$ cat config.mk
export PLATFORM = sky130hd
export DESIGN_NAME = rx_svc_ctrl
export DESIGN_NICKNAME = d
export VERILOG_FILES = /design/src/rtl/rxsvc_pkg.sv /design/src/rtl/rxsvc_datapath.sv /design/src/rtl/rxsvc_ctrl.sv /design/src/rtl/rx_svc_ctrl.sv
export SDC_FILE = /design/constraint.sdc
export NUM_CORES = 1
export LEC_CHECK = 0
export BUFFER_PORTS_ARGS = -buffer_cell sky130_fd_sc_hd__buf_2
export CORE_UTILIZATION = 40
export CTS_BUF_LIST = sky130_fd_sc_hd__clkbuf_2 sky130_fd_sc_hd__clkbuf_4 sky130_fd_sc_hd__clkbuf_8
export DETAILED_ROUTE_END_ITERATION = 8
export PLACE_DENSITY = 0.62
export SYNTH_ARGS = -nofsm -noshare
export SYNTH_HDL_FRONTEND = slang
export SYNTH_SLANG_ARGS = --single-unit
$ cat constraint.sdc
create_clock -name clk -period 2.6 [get_ports clk]
set_input_delay 0.13 -clock clk [delete_from_list [all_inputs] [get_ports clk]]
set_output_delay 0.13 -clock clk [all_outputs]
set_load 0.005 [all_outputs]
$ cat src/rtl/rxsvc_pkg.sv
package rxsvc_pkg;

  // Control-to-datapath timer strobes
  typedef struct packed {
    logic timerClr;
    logic timerRun;
  } ctl2dp_t;

  // Datapath status toward control
  typedef struct packed {
    logic atTrig;
    logic cntEmpty;
    logic timerDone;
  } dp2ctl_t;

endpackage

$ cat src/rtl/rxsvc_datapath.sv
module rxsvc_datapath
  import rxsvc_pkg::*;
#(
  parameter int CNT_W    = 5,
  parameter int OVS      = 16,
  parameter int MIN_WORD = 5,
  parameter int TO_MULT  = 4,
  parameter int TO_BASE  = 12,
  parameter int TRIG0    = 1,
  parameter int TRIG1    = 4,
  parameter int TRIG2    = 8,
  parameter int TRIG3    = 14
) (
  input  logic             clk,
  input  logic             rstN,
  input  logic [CNT_W-1:0] fifoCount,
  input  logic             baudTick,
  input  logic [1:0]       trigSel,
  input  logic [1:0]       wordLenSel,
  input  ctl2dp_t          ctl,
  output dp2ctl_t          dpSt
);

  localparam int MAX_TICKS = (TO_MULT * (MIN_WORD + 3) + TO_BASE) * OVS;
  localparam int TMR_W     = $clog2(MAX_TICKS);

  logic [TMR_W-1:0] timer;
  logic [TMR_W-1:0] limitM1;
  logic [CNT_W-1:0] trigLvl;
  logic             lastTick;

  // Threshold decode
  always_comb begin
    unique case (trigSel)
      2'd0:    trigLvl = CNT_W'(TRIG0);
      2'd1:    trigLvl = CNT_W'(TRIG1);
      2'd2:    trigLvl = CNT_W'(TRIG2);
      default: trigLvl = CNT_W'(TRIG3);
    endcase
  end

  // Timeout length in oversample ticks, minus one
  always_comb begin
    limitM1 = TMR_W'((TO_MULT * (MIN_WORD + int'(wordLenSel)) + TO_BASE) * OVS - 1);
  end

  assign lastTick       = (timer == limitM1);
  assign dpSt.atTrig    = (fifoCount >= trigLvl);
  assign dpSt.cntEmpty  = (fifoCount == '0);
  assign dpSt.timerDone = ctl.timerRun && !ctl.timerClr && baudTick && lastTick;

  always_ff @(posedge clk) begin
    if (!rstN) begin
      timer <= '0;
    end else if (ctl.timerClr) begin
      timer <= '0;
    end else if (ctl.timerRun && baudTick) begin
      if (lastTick) timer <= '0;
      else          timer <= timer + 1'b1;
    end
  end


  // empty_hold_chk: an empty buffer leaves the timer at zero
  empty_hold_chk: assert property (@(posedge clk) disable iff (!rstN)
    dpSt.cntEmpty |=> (timer == '0));


  // timer_stall_chk: without run or tick the timer keeps its value or clears
  timer_stall_chk: assert property (@(posedge clk) disable iff (!rstN)
    (!ctl.timerClr && !(ctl.timerRun && baudTick)) |=> $stable(timer));

endmodule

$ cat src/rtl/rxsvc_ctrl.sv
module rxsvc_ctrl
  import rxsvc_pkg::*;
(
  input  logic    clk,
  input  logic    rstN,
  input  logic    fifoEn,
  input  logic    rxIntEn,
  input  logic    pushStb,
  input  logic    popStb,
  input  dp2ctl_t dpSt,
  output ctl2dp_t ctl,
  output logic    dataAvailIrq,
  output logic    timeoutIrq,
  output logic    dmaReady
);

  logic toFlag;
  logic dmaFlag;
  logic holdFull;

  always_comb begin
    ctl.timerClr = !fifoEn || dpSt.cntEmpty || popStb || (pushStb && !toFlag);
    ctl.timerRun = fifoEn && !toFlag;
  end

  always_ff @(posedge clk) begin
    if (!rstN) begin
      toFlag   <= 1'b0;
      dmaFlag  <= 1'b0;
      holdFull <= 1'b0;
    end else begin
      if (fifoEn)       holdFull <= 1'b0;
      else if (pushStb) holdFull <= 1'b1;
      else if (popStb)  holdFull <= 1'b0;

      if (!fifoEn || popStb)   toFlag <= 1'b0;
      else if (dpSt.timerDone) toFlag <= 1'b1;

      if (!fifoEn || dpSt.cntEmpty)         dmaFlag <= 1'b0;
      else if (dpSt.atTrig || dpSt.timerDone) dmaFlag <= 1'b1;
    end
  end

  assign dataAvailIrq = rxIntEn && (fifoEn ? dpSt.atTrig : holdFull);
  assign timeoutIrq   = rxIntEn && toFlag;
  assign dmaReady     = fifoEn ? dmaFlag : holdFull;


  // pop_clears_to_chk: a host read removes a pending timeout
  pop_clears_to_chk: assert property (@(posedge clk) disable iff (!rstN)
    (fifoEn && popStb) |=> !toFlag);


  // dma_hold_chk: the request persists while characters remain
  dma_hold_chk: assert property (@(posedge clk) disable iff (!rstN)
    (fifoEn && dmaFlag && !dpSt.cntEmpty) |=> dmaFlag);


  // hold_set_chk: a write in unbuffered mode fills the holding flag
  hold_set_chk: assert property (@(posedge clk) disable iff (!rstN)
    (!fifoEn && pushStb) |=> holdFull);


  // hold_clr_chk: a lone read in unbuffered mode empties it
  hold_clr_chk: assert property (@(posedge clk) disable iff (!rstN)
    (!fifoEn && popStb && !pushStb) |=> !holdFull);

endmodule

$ cat src/rtl/rx_svc_ctrl.sv
module rx_svc_ctrl
  import rxsvc_pkg::*;
#(
  parameter int CNT_W    = 5,
  parameter int OVS      = 16,
  parameter int MIN_WORD = 5,
  parameter int TO_MULT  = 4,
  parameter int TO_BASE  = 12,
  parameter int TRIG0    = 1,
  parameter int TRIG1    = 4,
  parameter int TRIG2    = 8,
  parameter int TRIG3    = 14
) (
  input  logic             clk,
  input  logic             rstN,
  input  logic             fifoEn,
  input  logic             rxIntEn,
  input  logic [1:0]       trigSel,
  input  logic [1:0]       wordLenSel,
  input  logic             baudTick,
  input  logic             pushStb,
  input  logic             popStb,
  input  logic [CNT_W-1:0] fifoCount,
  output logic             dataAvailIrq,
  output logic             timeoutIrq,
  output logic             dmaReady
);

  ctl2dp_t ctl;
  dp2ctl_t dpSt;

  rxsvc_datapath #(
    .CNT_W(CNT_W), .OVS(OVS), .MIN_WORD(MIN_WORD), .TO_MULT(TO_MULT),
    .TO_BASE(TO_BASE), .TRIG0(TRIG0), .TRIG1(TRIG1), .TRIG2(TRIG2), .TRIG3(TRIG3)
  ) dp_i (
    .clk(clk), .rstN(rstN), .fifoCount(fifoCount), .baudTick(baudTick),
    .trigSel(trigSel), .wordLenSel(wordLenSel), .ctl(ctl), .dpSt(dpSt)
  );

  rxsvc_ctrl ctrl_i (
    .clk(clk), .rstN(rstN), .fifoEn(fifoEn), .rxIntEn(rxIntEn),
    .pushStb(pushStb), .popStb(popStb), .dpSt(dpSt), .ctl(ctl),
    .dataAvailIrq(dataAvailIrq), .timeoutIrq(timeoutIrq), .dmaReady(dmaReady)
  );

endmodule

==> results of run 1 <==
state kept, by name (all words and copies together) (netlist names):
register / flops
ctrl_i.holdFull: 1
ctrl_i.toFlag: 1
ctrl_i.dmaFlag: 1
dp_i.timer: 10
worst paths after layout:
check             slack, ns  cells past startpoint                        from                      endpoint
setup / recovery        1.0                      8                  trigSel[0]                  dataAvailIrq
hold / removal         0.09                      2                      fifoEn  ctrl_i.holdFull$_SDFFE_PP0P_
setup reg to reg       1.08                      5  ctrl_i.toFlag$_SDFFE_PP0P_    dp_i.timer[5]$_SDFFE_PP0P_
hold reg to reg        0.49                      2  ctrl_i.toFlag$_SDFFE_PP0P_    ctrl_i.toFlag$_SDFFE_PP0P_
cell families after synthesis:
logic type               Yosys count
flip-flops                        13
multiplexers                       2
AND/OR/NAND/NOR                   48
buffers and inverters              8
AO/OA/AOI/OAI                      7
adder cells (fa/ha/maj)            6
XOR/XNOR                          11
report_power, final:
part	leakage, nW	switching, mW	total [mW]	internal, mW
logic	0.291	0.0219	0.0469	0.0250
clock network	0.0184	0.0617	0.132	0.0698
registers	0.105	0.00113	0.202	0.201
total	0.414	0.0848	0.380	0.296
cell usage in the layout (no fill, tap or decap), types with 2 or more instances in the layout:
master / synthesis / final
or4_1: 2 / 2
xnor2_1: 6 / 6
clkbuf_4: 0 / 4
nor2_1: 18 / 18
dfxtp_1: 13 / 13
o21ai_0: 2 / 2
nand2_1: 13 / 13
xor2_1: 5 / 5
inv_1: 6 / 6
ha_1: 6 / 6
nand2b_1: 2 / 2
nor3b_1: 2 / 2
buf_2: 0 / 18
a21oi_1: 2 / 2
layout make-up:
cell class,instances,area share
Tap cell,25,0.03383
Timing Repair Buffer,18,0.09743
Clock buffer,4,0.03248
Inverter,6,0.02436
Sequential cell,13,0.2815
Multi-Input combinational cell,74,0.5304
metal layers:
metal,wire (um),GRT usage
met1,674,0.1816
met2,605,0.2167
met3,88,0.05882
met4,0,0.03529
met5,0,0
through the flow:
| stage | cell area, um^2 | power [mW] | worst slack, ns | util |
|---|---|---|---|---|
| after CTS | 924.6 | 0.3875 | 0.9857 | 0.5132 |
| after detailed placement | 894.6 | 0.2544 | 1.004 | 0.4965 |
| after global placement | 894.6 | 0.2530 | 1.017 | 0.4965 |
| after global routing | 924.6 | 0.4032 | 0.8654 | 0.5132 |
| final | 924.6 | 0.3804 | 0.9978 | 0.5132 |
| after floorplan | 795.8 | 0.2358 | 1.199 | - |
worst register-to-register path, stage by stage (launching register included):
cell and delay, ns:
dfxtp_1 0.33, and3b_1 0.36, and3_4 0.25, and4_4 0.22, nand2b_4 0.18, nor2_1 0.07
==> impl_results.md, run 1 <==
* Sequential Area at 260.3 um^2
* Area grow syn2layout at 16.20%
* Placed Cells at 136
* Mean routed wirelength per cell at 9.771 um
* Core ar. at 0.001802 mm^2
* Max Clk Rate at 624.1 MHz
* Number of port buffers at 18
* Fillers at 187
* Crit path buf inv count at 3
* Avg Vias per Cell at 4.757
* EDFF count, synth at 0
* Total track usage at 0.1415
* Crit path top cell by count: buf_2
* Largest net degree at the start of global routing at 11
* Area share of and/or/nand/nor cells after synthesis at 0.3192
* WS Path Type: input port to primary output
* Multiplexer area fraction after synthesis at 0.02673
* Status: finished, final reports clean
* Final Cycle Share at 0.6162
* Die area at 0.002172 mm^2
* CP Max Fanout at 3
* ANT cells at 0
* Setup violations, final at 0
* CP delay by family, top: compound AO/OA/AOI/OAI gates
* Synth Area in Adders at 0.09434
* Cell row count at 15
* CP cell instances: buf_2 > inv_1 > ha_1 > or2_2 > a211oi_1 > o21ai_0 > o211a_1 > buf_2
* Die height at 46.60 um
* First-pass GRT wire length at 2152 um
* Syn avg cell area at 8.376 um^2
* Max_slew headroom at 0.7053
* Max-cap violations at 0
* TritonRoute pass-1 iters at 4
* Post-route minimum period at 1.602 ns
* Cell taking the most area after synthesis: dfxtp_1
* Nets@finish at 138
* Num CTS Buffers at 3
* Vias at 666
* I/O Pins at 19
* Clock slew at reported path FFs at 0.08 ns
* Ys flop type: dfxtp_1
* Power per cell area at 411.4 mW/mm^2
* Antenna Nets Post-Route at 0
* Max Transition Viols Final at 0
* Multi-input gate area at 490.5 um^2
* Slowest-stage cell, CP: or2_2
* Count of unique library cells instantiated by Yosys at 29
* DP Wirelength at 1110 um
* Worst Path Arrival at 1.47 ns
* Pleak at 0.4145 nW
* Initial Util at 0.4417
* Post-Route WL at 1368 um
* CTS root buffer: clkbuf_4
* Top cells by count, synth: 18 x nor2_1, 13 x dfxtp_1, 13 x nand2_1
* RSZ-0062 raised after global routing: no
* GP Congestion at 0.7619
* Count leader, synth: nor2_1
* Number of clock sinks at 13
* Mapped Area at 795.8 um^2
* Largest cells by area after synthesis: dfxtp_1 33%, ha_1 9.4%, nor2_1 8.5%
* Final Hold Viols at 0
* CTS tree: yes
* Cts hold-fix bufs at 0
* Initial antenna violation count at 0
* Crit-path max cell delay at 0.29 ns
* Startpoint Class: input port
* Post CTS Setup Buffer Count at 0
* Share of the synthesized area in the top cell type at 0.3270
* Critical path data required time at 2.47 ns
* Residual DRC at 0
* Setup Skew at 0.005329 ns
* Ys async rst share at 0
* Post-synthesis compound-gate area fraction at 0.05503
* Synth Warn # at 0
* # resized after CTS at 0
* Peak VDD IR at 323.8 uV
* Number of global-route vias before repair at 521
* Synth Net Count at 117
* Chip width at 46.60 um
* Clk Latency, worst-skew pair at 0.27 ns
* Slew @ Worst Pin at 0.4411 ns
* Sequential share of the synthesized area at 0.3270
* Deepest clock path buffer count at 2
* CTS H-tree lvls at 1
* Xor-xnor portion of the synthesized cell area at 0.1211
* Cell count after synthesis at 95
* DRT iter0 DRCs at 6
* Combinational family with the most area after synthesis: simple AND/OR/NAND/NOR gates
* CP endpoint kind: primary output
* Sum Neg Setup Slack at 0 ns
* Hold slack at 0.08760 ns
* Layout cells sized above 1 at 0.2435
* Finished Layout Cells at 140
* Hold crit path type: input port to register
* Total gr overflow at 0
* #FFs+latches synth at 13
(Power assumes the default switching activity.)
==> run 2, diff against run 1 <==
--- a/config.mk
+++ b/config.mk
@@ -5,11 +5,12 @@
 export SDC_FILE = /design/constraint.sdc
 export NUM_CORES = 1
 export LEC_CHECK = 0
+export ABC_AREA = 1
 export BUFFER_PORTS_ARGS = -buffer_cell sky130_fd_sc_hd__buf_2
 export CORE_UTILIZATION = 40
 export CTS_BUF_LIST = sky130_fd_sc_hd__clkbuf_2 sky130_fd_sc_hd__clkbuf_4 sky130_fd_sc_hd__clkbuf_8
 export DETAILED_ROUTE_END_ITERATION = 8
-export PLACE_DENSITY = 0.62
+export PLACE_DENSITY = 0.61
 export SYNTH_ARGS = -nofsm -noshare
 export SYNTH_HDL_FRONTEND = slang
 export SYNTH_SLANG_ARGS = --single-unit
==> constraint.sdc (replaced) <==
create_clock -name clk -period 1.53 [get_ports clk]
set_input_delay 0.0765 -clock clk [delete_from_list [all_inputs] [get_ports clk]]
set_output_delay 0.0765 -clock clk [all_outputs]
set_load 0.005 [all_outputs]
==> run 2 against run 1 <==
Compared with the run above:
- critical path depth is 2 lower
- flip-flop and latch count unchanged
- hold slack got worse by 0.067 ns
- register-to-register slack lost 0.95 ns
- wire length grew 28%
- design area grew 19%
- cell count is 35% higher
- count of clock-buffer cells in the layout unchanged
==> impl_results.md, run 2 <==
* Status: finished, final reports clean (unchanged)
* Synth Net Count at 161 (was 117)
* Cell row count at 17 (was 15)
* Initial Util at 0.4220 (was 0.4417)
* Avg Vias per Cell at 4.704 (was 4.757)
* EDFF count, synth at 0 (unchanged)
* Layout cells sized above 1 at 0.2422 (was 0.2435)
* Deepest clock path buffer count at 2 (unchanged)
* HP Start: pushStb (was fifoEn)
* Fillers at 224 (was 187)
* Worst Path Arrival at 1.56 ns (was 1.47 ns)
* ANT cells at 0 (unchanged)
* Power per cell area at 611.9 mW/mm^2 (was 411.4 mW/mm^2)
* Max_slew headroom at 0.8224 (was 0.7053)
* Sequential share of the synthesized area at 0.2815 (was 0.3270)
* WS Path Type: register to register (was input port to primary output)
* CP startpoint: dp_i.timer[0]$_SDFFE_PP0P_ (was trigSel[0])
* Count leader, synth: nand2_1 (was nor2_1)
* Peak VDD IR at 539.3 uV (was 323.8 uV)
* Number of port buffers at 18 (unchanged)
* Post-route minimum period at 1.399 ns
* TritonRoute pass-1 iters at 4 (unchanged)
* I/O Pins at 19 (unchanged)
* FF-to-FF path depth at 6 (was 5)
* R2r setup slk at 0.13 ns (was 1.08 ns)
* Num CTS Buffers at 3 (unchanged)
* CTS H-tree lvls at 1 (unchanged)
* Total gr overflow at 0 (unchanged)
* Final Hold Viols at 0 (unchanged)
* GP Congestion at 0.8318 (was 0.7619)
* Largest cells by area after synthesis: dfxtp_1 28%, nand2_1 13%, inv_1 9.7% (was dfxtp_1 33%, ha_1 9.4%, nor2_1 8.5%)
* Multi-input gate area at 570.5 um^2 (was 490.5 um^2)
* Mean routed wirelength per cell at 9.275 um (was 9.771 um)
* WHS Endpoint: ctrl_i.holdFull$_SDFFE_PP0P_ (unchanged)
* Initial antenna violation count at 0 (unchanged)
* Max Transition Viols Final at 0 (unchanged)
* Max Clk Rate at 714.9 MHz
* Slew @ Worst Pin at 0.2657 ns (was 0.4411 ns)
* Total track usage at 0.1635 (was 0.1415)
* Largest register FFs at 10 (unchanged)
* Ys async rst share at 0 (unchanged)
* Syn avg cell area at 6.652 um^2 (was 8.376 um^2)
* Number of clock sinks at 13 (unchanged)
* Core ar. at 0.002191 mm^2 (was 0.001802 mm^2)
* CTS root buffer: clkbuf_4 (unchanged)
* DRT iter0 DRCs at 9 (was 6)
* Ys flop type: dfxtp_1 (unchanged)
* Antenna Nets Post-Route at 0 (unchanged)
* Mapped Area at 924.6 um^2 (was 795.8 um^2)
* Count of unique library cells instantiated by Yosys at 21 (was 29)
* Sequential Area at 262.8 um^2 (was 260.3 um^2)
* Cell taking the most area after synthesis: dfxtp_1 (unchanged)
* DP Wirelength at 1422 um (was 1110 um)
* Max-cap violations at 0 (unchanged)
* Share of the synthesized area in the top cell type at 0.2815 (was 0.3270)
* Critical path data required time at 1.69 ns (was 2.47 ns)
* Tot Pwr at 0.6715 mW (was 0.3804 mW)
* Most frequent cells in the layout: 32 x nand2_1, 24 x inv_1, 18 x nor2_1, 18 x buf_2 (was 18 x nor2_1, 18 x buf_2, 13 x nand2_1, 13 x dfxtp_1)
* Top cells by count, synth: 32 x nand2_1, 24 x inv_1, 18 x nor2_1 (was 18 x nor2_1, 13 x dfxtp_1, 13 x nand2_1)
* Cts hold-fix bufs at 0 (unchanged)
* Setup Skew at 0.002499 ns (was 0.005329 ns)
* Pleak at 0.5154 nW (was 0.4145 nW)
* #FFs+latches synth at 13 (unchanged)
* Most flop-heavy register: dp_i.timer (unchanged)
* CP Max Fanout at 7 (was 3)
* CP endpoint kind: register (was primary output)
* CTS tree: yes (unchanged)
* Clock slew at reported path FFs at 0.07 ns (was 0.08 ns)
* Synth Warn # at 0 (unchanged)
* Nets@finish at 184 (was 138)
* Worst Hold Depth at 3 (was 2)
* Hold crit path type: input port to register (unchanged)
* Chip width at 50.08 um (was 46.60 um)
* Setup violations, final at 0 (unchanged)
* Vias at 889 (was 666)
* Most common cell after layout, fill and taps aside: nand2_1
* Number of global-route vias before repair at 779 (was 521)
* Die height at 50.08 um (was 46.60 um)
* Area grow syn2layout at 18.67% (was 16.20%)
* Largest net degree at the start of global routing at 9 (was 11)
* Clk Latency, worst-skew pair at 0.28 ns (was 0.27 ns)
* Startpoint Class: register (was input port)
* First-pass GRT wire length at 3070 um (was 2152 um)
* Hold slack at 0.02042 ns (was 0.08760 ns)
* Die area at 0.002508 mm^2 (was 0.002172 mm^2)
* Cell count after synthesis at 139 (was 95)
* Reg2reg end: dp_i.timer[5]$_SDFFE_PP0P_ (unchanged)
* Residual DRC at 0 (unchanged)
* Reg2Reg Launch Point: dp_i.timer[0]$_SDFFE_PP0P_ (was ctrl_i.toFlag$_SDFFE_PP0P_)
* Final Cycle Share at 0.9142
* Post-Route WL at 1753 um (was 1368 um)
run 2: metal layers:
layer  global-route usage  vias to the layer above  part of all wire
met5                    0                        -                 0
met4              0.07143                        0             0.019
met3              0.05556                        5             0.045
met2               0.2667                       19              0.47
met1               0.1907                      387              0.47
li1                     -                      478                 -
run 2: worst max-delay path: stages (launching register included):
cell and delay, ns:
dfxtp_2 0.37, ha_4 0.16, nand3_2 0.10, nor2_4 0.14
nand4_1 0.16, o21bai_4 0.29, nor2_1 0.07
run 2: logic make-up (layout without fill, tap and decap cells):
kind of cell | after synthesis | count (layout) | synth area share
DFF | 13 | 13 | 0.2815
and+or+nand+nor | 77 | 77 | 0.3843
buffers and inverters | 27 | 49 | 0.1258
adders and majority gates | 6 | 6 | 0.08119
AOI/OAI and AO/OA | 11 | 11 | 0.07985
xor gates and xnor gates | 5 | 5 | 0.04736
run 2: worst max path at each step:
stage	endpoint	slack, ns	depth (start not counted)
final	dp_i.timer[5]$_SDFFE_PP0P_	0.13	6
after global routing	dp_i.timer[8]$_SDFFE_PP0P_	-0.006	6
after CTS	dp_i.timer[5]$_SDFFE_PP0P_	0.06	6
after detailed placement	dp_i.timer[3]$_SDFFE_PP0P_	0.07	6
after global placement	dp_i.timer[5]$_SDFFE_PP0P_	0.13	6
after floorplan	dp_i.timer[9]$_SDFFE_PP0P_	0.22	6
run 2: metrics by stage:
stage / setup WS (ns) / cell area [um^2] / utilization / std cells / setup TNS, ns
after CTS: 0.05606 / 1057 / 0.4826 / 187 / 0
after detailed placement: 0.07450 / 1027 / 0.4689 / 183 / 0
after global placement: 0.1299 / 1027 / 0.4689 / 183 / 0
after global routing: -0.006476 / 1097 / 0.5009 / 189 / -0.006476
after floorplan: 0.2217 / 924.6 / - / 139 / 0
final: 0.1312 / 1097 / 0.5009 / 189 / 0
run 2: timing repair:
item | 4_1_cts | 5_1_grt
gates resized for setup | 0 | 6
endpoints found under the setup margin | 0 | 7
buffers inserted | 0 | 2
run 2: area by class of cell:
class / instances / area share
timing repair buffer: 20 / 0.09578
inverter: 25 / 0.08552
multi-input combinational: 99 / 0.5200
sequential: 13 / 0.2395
clock buffer: 4 / 0.02737
tap: 28 / 0.03193
run 2: report_power, final:
group	total, mW	internal, mW	switching [mW]
registers	0.343	0.341	0.00177
logic	0.102	0.0445	0.0577
clock network	0.226	0.119	0.107
total	0.671	0.505	0.167
==> run 3, diff against run 2 <==
--- a/config.mk
+++ b/config.mk
@@ -6,11 +6,11 @@
 export NUM_CORES = 1
 export LEC_CHECK = 0
 export ABC_AREA = 1
-export BUFFER_PORTS_ARGS = -buffer_cell sky130_fd_sc_hd__buf_2
 export CORE_UTILIZATION = 40
 export CTS_BUF_LIST = sky130_fd_sc_hd__clkbuf_2 sky130_fd_sc_hd__clkbuf_4 sky130_fd_sc_hd__clkbuf_8
 export DETAILED_ROUTE_END_ITERATION = 8
-export PLACE_DENSITY = 0.61
+export DONT_BUFFER_PORTS = 1
+export PLACE_DENSITY = 0.54
 export SYNTH_ARGS = -nofsm -noshare
 export SYNTH_HDL_FRONTEND = slang
 export SYNTH_SLANG_ARGS = --single-unit
==> run 3 against run 2 <==
Compared with the run above:
- clock skew is 0.0015 ns lower
- total power is 3.2% lower
- combinational power is 19% lower
- sequential power hardly changed
- worst setup slack better by 0.0017 ns
- core utilization is 1.8 points lower
- die area stayed put
- hold slack better by 0.036 ns
- design area is 3.6% lower
- cell count is 6.9% lower
- critical endpoint is now dp_i.timer[3]$_SDFFE_PP0P_
==> impl_results.md, run 3 (synthesized netlist as in run 2, its figures left out) <==
* Sum Neg Setup Slack at 0 ns (unchanged)
* Number of port buffers at 0 (was 18)
* Num CTS Buffers at 3 (unchanged)
* Fin util at 0.4826 (was 0.5009)
* Layout cells sized above 1 at 0.1419 (was 0.2422)
* Peak VDD IR at 289.7 uV (was 539.3 uV)
* RSZ-0062 raised after global routing: no
* Pleak at 0.4616 nW (was 0.5154 nW)
* Status: finished, final reports clean (unchanged)
* Pre-CTS WS at 0.04682 ns (was 0.07450 ns)
* Fillers at 231 (was 224)
* Largest register FFs at 10 (unchanged)
* Max_slew headroom at 0.8180 (was 0.8224)
* Deepest clock path buffer count at 2 (unchanged)
* Power per cell area at 615.0 mW/mm^2 (was 611.9 mW/mm^2)
* Max-cap violations at 0 (unchanged)
* Max Clk Rate at 715.8 MHz (was 714.9 MHz)
* Core ar. at 0.002191 mm^2 (unchanged)
* DP Wirelength at 1396 um (was 1422 um)
* Clk Latency, worst-skew pair at 0.27 ns (was 0.28 ns)
* Number of global-route vias before repair at 777 (was 779)
* Slew @ Worst Pin at 0.2723 ns (was 0.2657 ns)
* Hold crit path type: input port to register (unchanged)
* Most frequent cells in the layout: 32 x nand2_1, 24 x inv_1, 18 x nor2_1 (was 32 x nand2_1, 24 x inv_1, 18 x nor2_1, 18 x buf_2)
* Final Cycle Share at 0.9132 (was 0.9142)
* Cell row count at 17 (unchanged)
* Area grow syn2layout at 14.34% (was 18.67%)
* Initial antenna violation count at 0 (unchanged)
* Reg2Reg Launch Point: dp_i.timer[0]$_SDFFE_PP0P_ (unchanged)
* Nets@finish at 171 (was 184)
* Worst Path Arrival at 1.56 ns (about the same)
* Die height at 50.08 um (unchanged)
* Max Transition Viols Final at 0 (unchanged)
* Chip width at 50.08 um (unchanged)
* Vias at 829 (was 889)
* Largest net degree at the start of global routing at 9 (unchanged)
* CTS tree: yes (unchanged)
* DRT iter0 DRCs at 19 (was 9)
* Post-Route WL at 1782 um (was 1753 um)
* Post-route minimum period at 1.397 ns (was 1.399 ns)
* CP startpoint: dp_i.timer[0]$_SDFFE_PP0P_ (unchanged)
* Avg Vias per Cell at 4.710 (was 4.704)
* Placed Cells at 166 (was 183)
* Startpoint Class: register (unchanged)
* HP Start: fifoEn (was pushStb)
* Antenna Nets Post-Route at 0 (unchanged)
* WS Path Type: register to register (unchanged)
* CTS H-tree lvls at 1 (unchanged)
* CTS root buffer: clkbuf_4 (unchanged)
* Total track usage at 0.1612 (was 0.1635)
* Hold slack at 0.05635 ns (was 0.02042 ns)
* Number of clock sinks at 13 (unchanged)
* Most common cell after layout, fill and taps aside: nand2_1 (unchanged)
* Mean routed wirelength per cell at 10.13 um (was 9.275 um)
* Die area at 0.002508 mm^2 (unchanged)
* Setup violations, final at 0 (unchanged)
* Final Hold Viols at 0 (unchanged)
* I/O Pins at 19 (unchanged)
* GP Congestion at 0.7842 (was 0.8318)
* Setup Skew at 0.001025 ns (was 0.002499 ns)
* Residual DRC at 0 (unchanged)
* CP Max Fanout at 7 (unchanged)
* First-pass GRT wire length at 3091 um (was 3070 um)
* Total gr overflow at 0 (unchanged)
* ANT cells at 0 (unchanged)
* Most flop-heavy register: dp_i.timer (unchanged)
* TritonRoute pass-1 iters at 4 (unchanged)
* Clock slew at reported path FFs at 0.08 ns (was 0.07 ns)
* Finished Layout Cells at 176 (was 189)
* Initial Util at 0.4220 (unchanged)
* Critical path data required time at 1.69 ns (about the same)
* Setup WS post-layout at 0.1329 ns (was 0.1312 ns)
* CP endpoint kind: register (unchanged)
==> run 3: critical path, cell delays in order, from the launching register on <==
cell      delay (ns)
dfxtp_2         0.37
ha_4            0.15
nand3_2         0.09
nor2_4          0.15
nand4_1         0.16
o21bai_4        0.29
nor2_1          0.07
==> run 3: final cells by class <==
class | count | area, um^2 | share of cell area
multi-input cells | 99 | 570.5 | 0.5396
flip-flops and latches | 13 | 262.8 | 0.2485
inverters | 25 | 93.84 | 0.08876
repair buffers | 7 | 65.06 | 0.06154
well taps | 28 | 35.03 | 0.03314
clock buffers | 4 | 30.03 | 0.02840
==> run 3: path summary, 6_finish.rpt <==
path | to | slack (ns) | depth (start not counted)
max reg2reg | dp_i.timer[3]$_SDFFE_PP0P_ | 0.13 | 6
min | dp_i.timer[2]$_SDFFE_PP0P_ | 0.06 | 4
max | dp_i.timer[3]$_SDFFE_PP0P_ | 0.13 | 6
min reg2reg | dp_i.timer[1]$_SDFFE_PP0P_ | 0.50 | 2
==> run 3: where the power goes <==
part	switching, mW	internal (mW)	leakage, nW
combinational	0.0458	0.0372	0.337
sequential	0.00185	0.341	0.106
clock	0.106	0.119	0.0184
==> run 3: timing repair <==
item	4_1_cts	5_1_grt
hold endpoints to repair	6	0
hold buffers	5	0
endpoints found under the setup margin	0	7
gates resized for setup	0	6
setup buffers	0	1
==> run 3: stage by stage <==
step | instance area, um^2 | total power, mW
after floorplan | 924.6 | 0.4162
after global placement | 944.7 | 0.4217
after detailed placement | 944.7 | 0.4232
after CTS | 1025 | 0.6611
after global routing | 1057 | 0.6902
final | 1057 | 0.6503
==> run 3: layer usage <==
| layer | vias to the layer above | routed length (um) | part of all wire | global-route usage |
|---|---|---|---|---|
| met4 | 0 | 14 | 0.0079 | 0.09048 |
| met1 | 357 | 886 | 0.50 | 0.2253 |
| met5 | - | 0 | 0 | 0 |
| li1 | 454 | - | - | - |
| met3 | 2 | 62 | 0.035 | 0.01852 |
| met2 | 16 | 818 | 0.46 | 0.2356 |
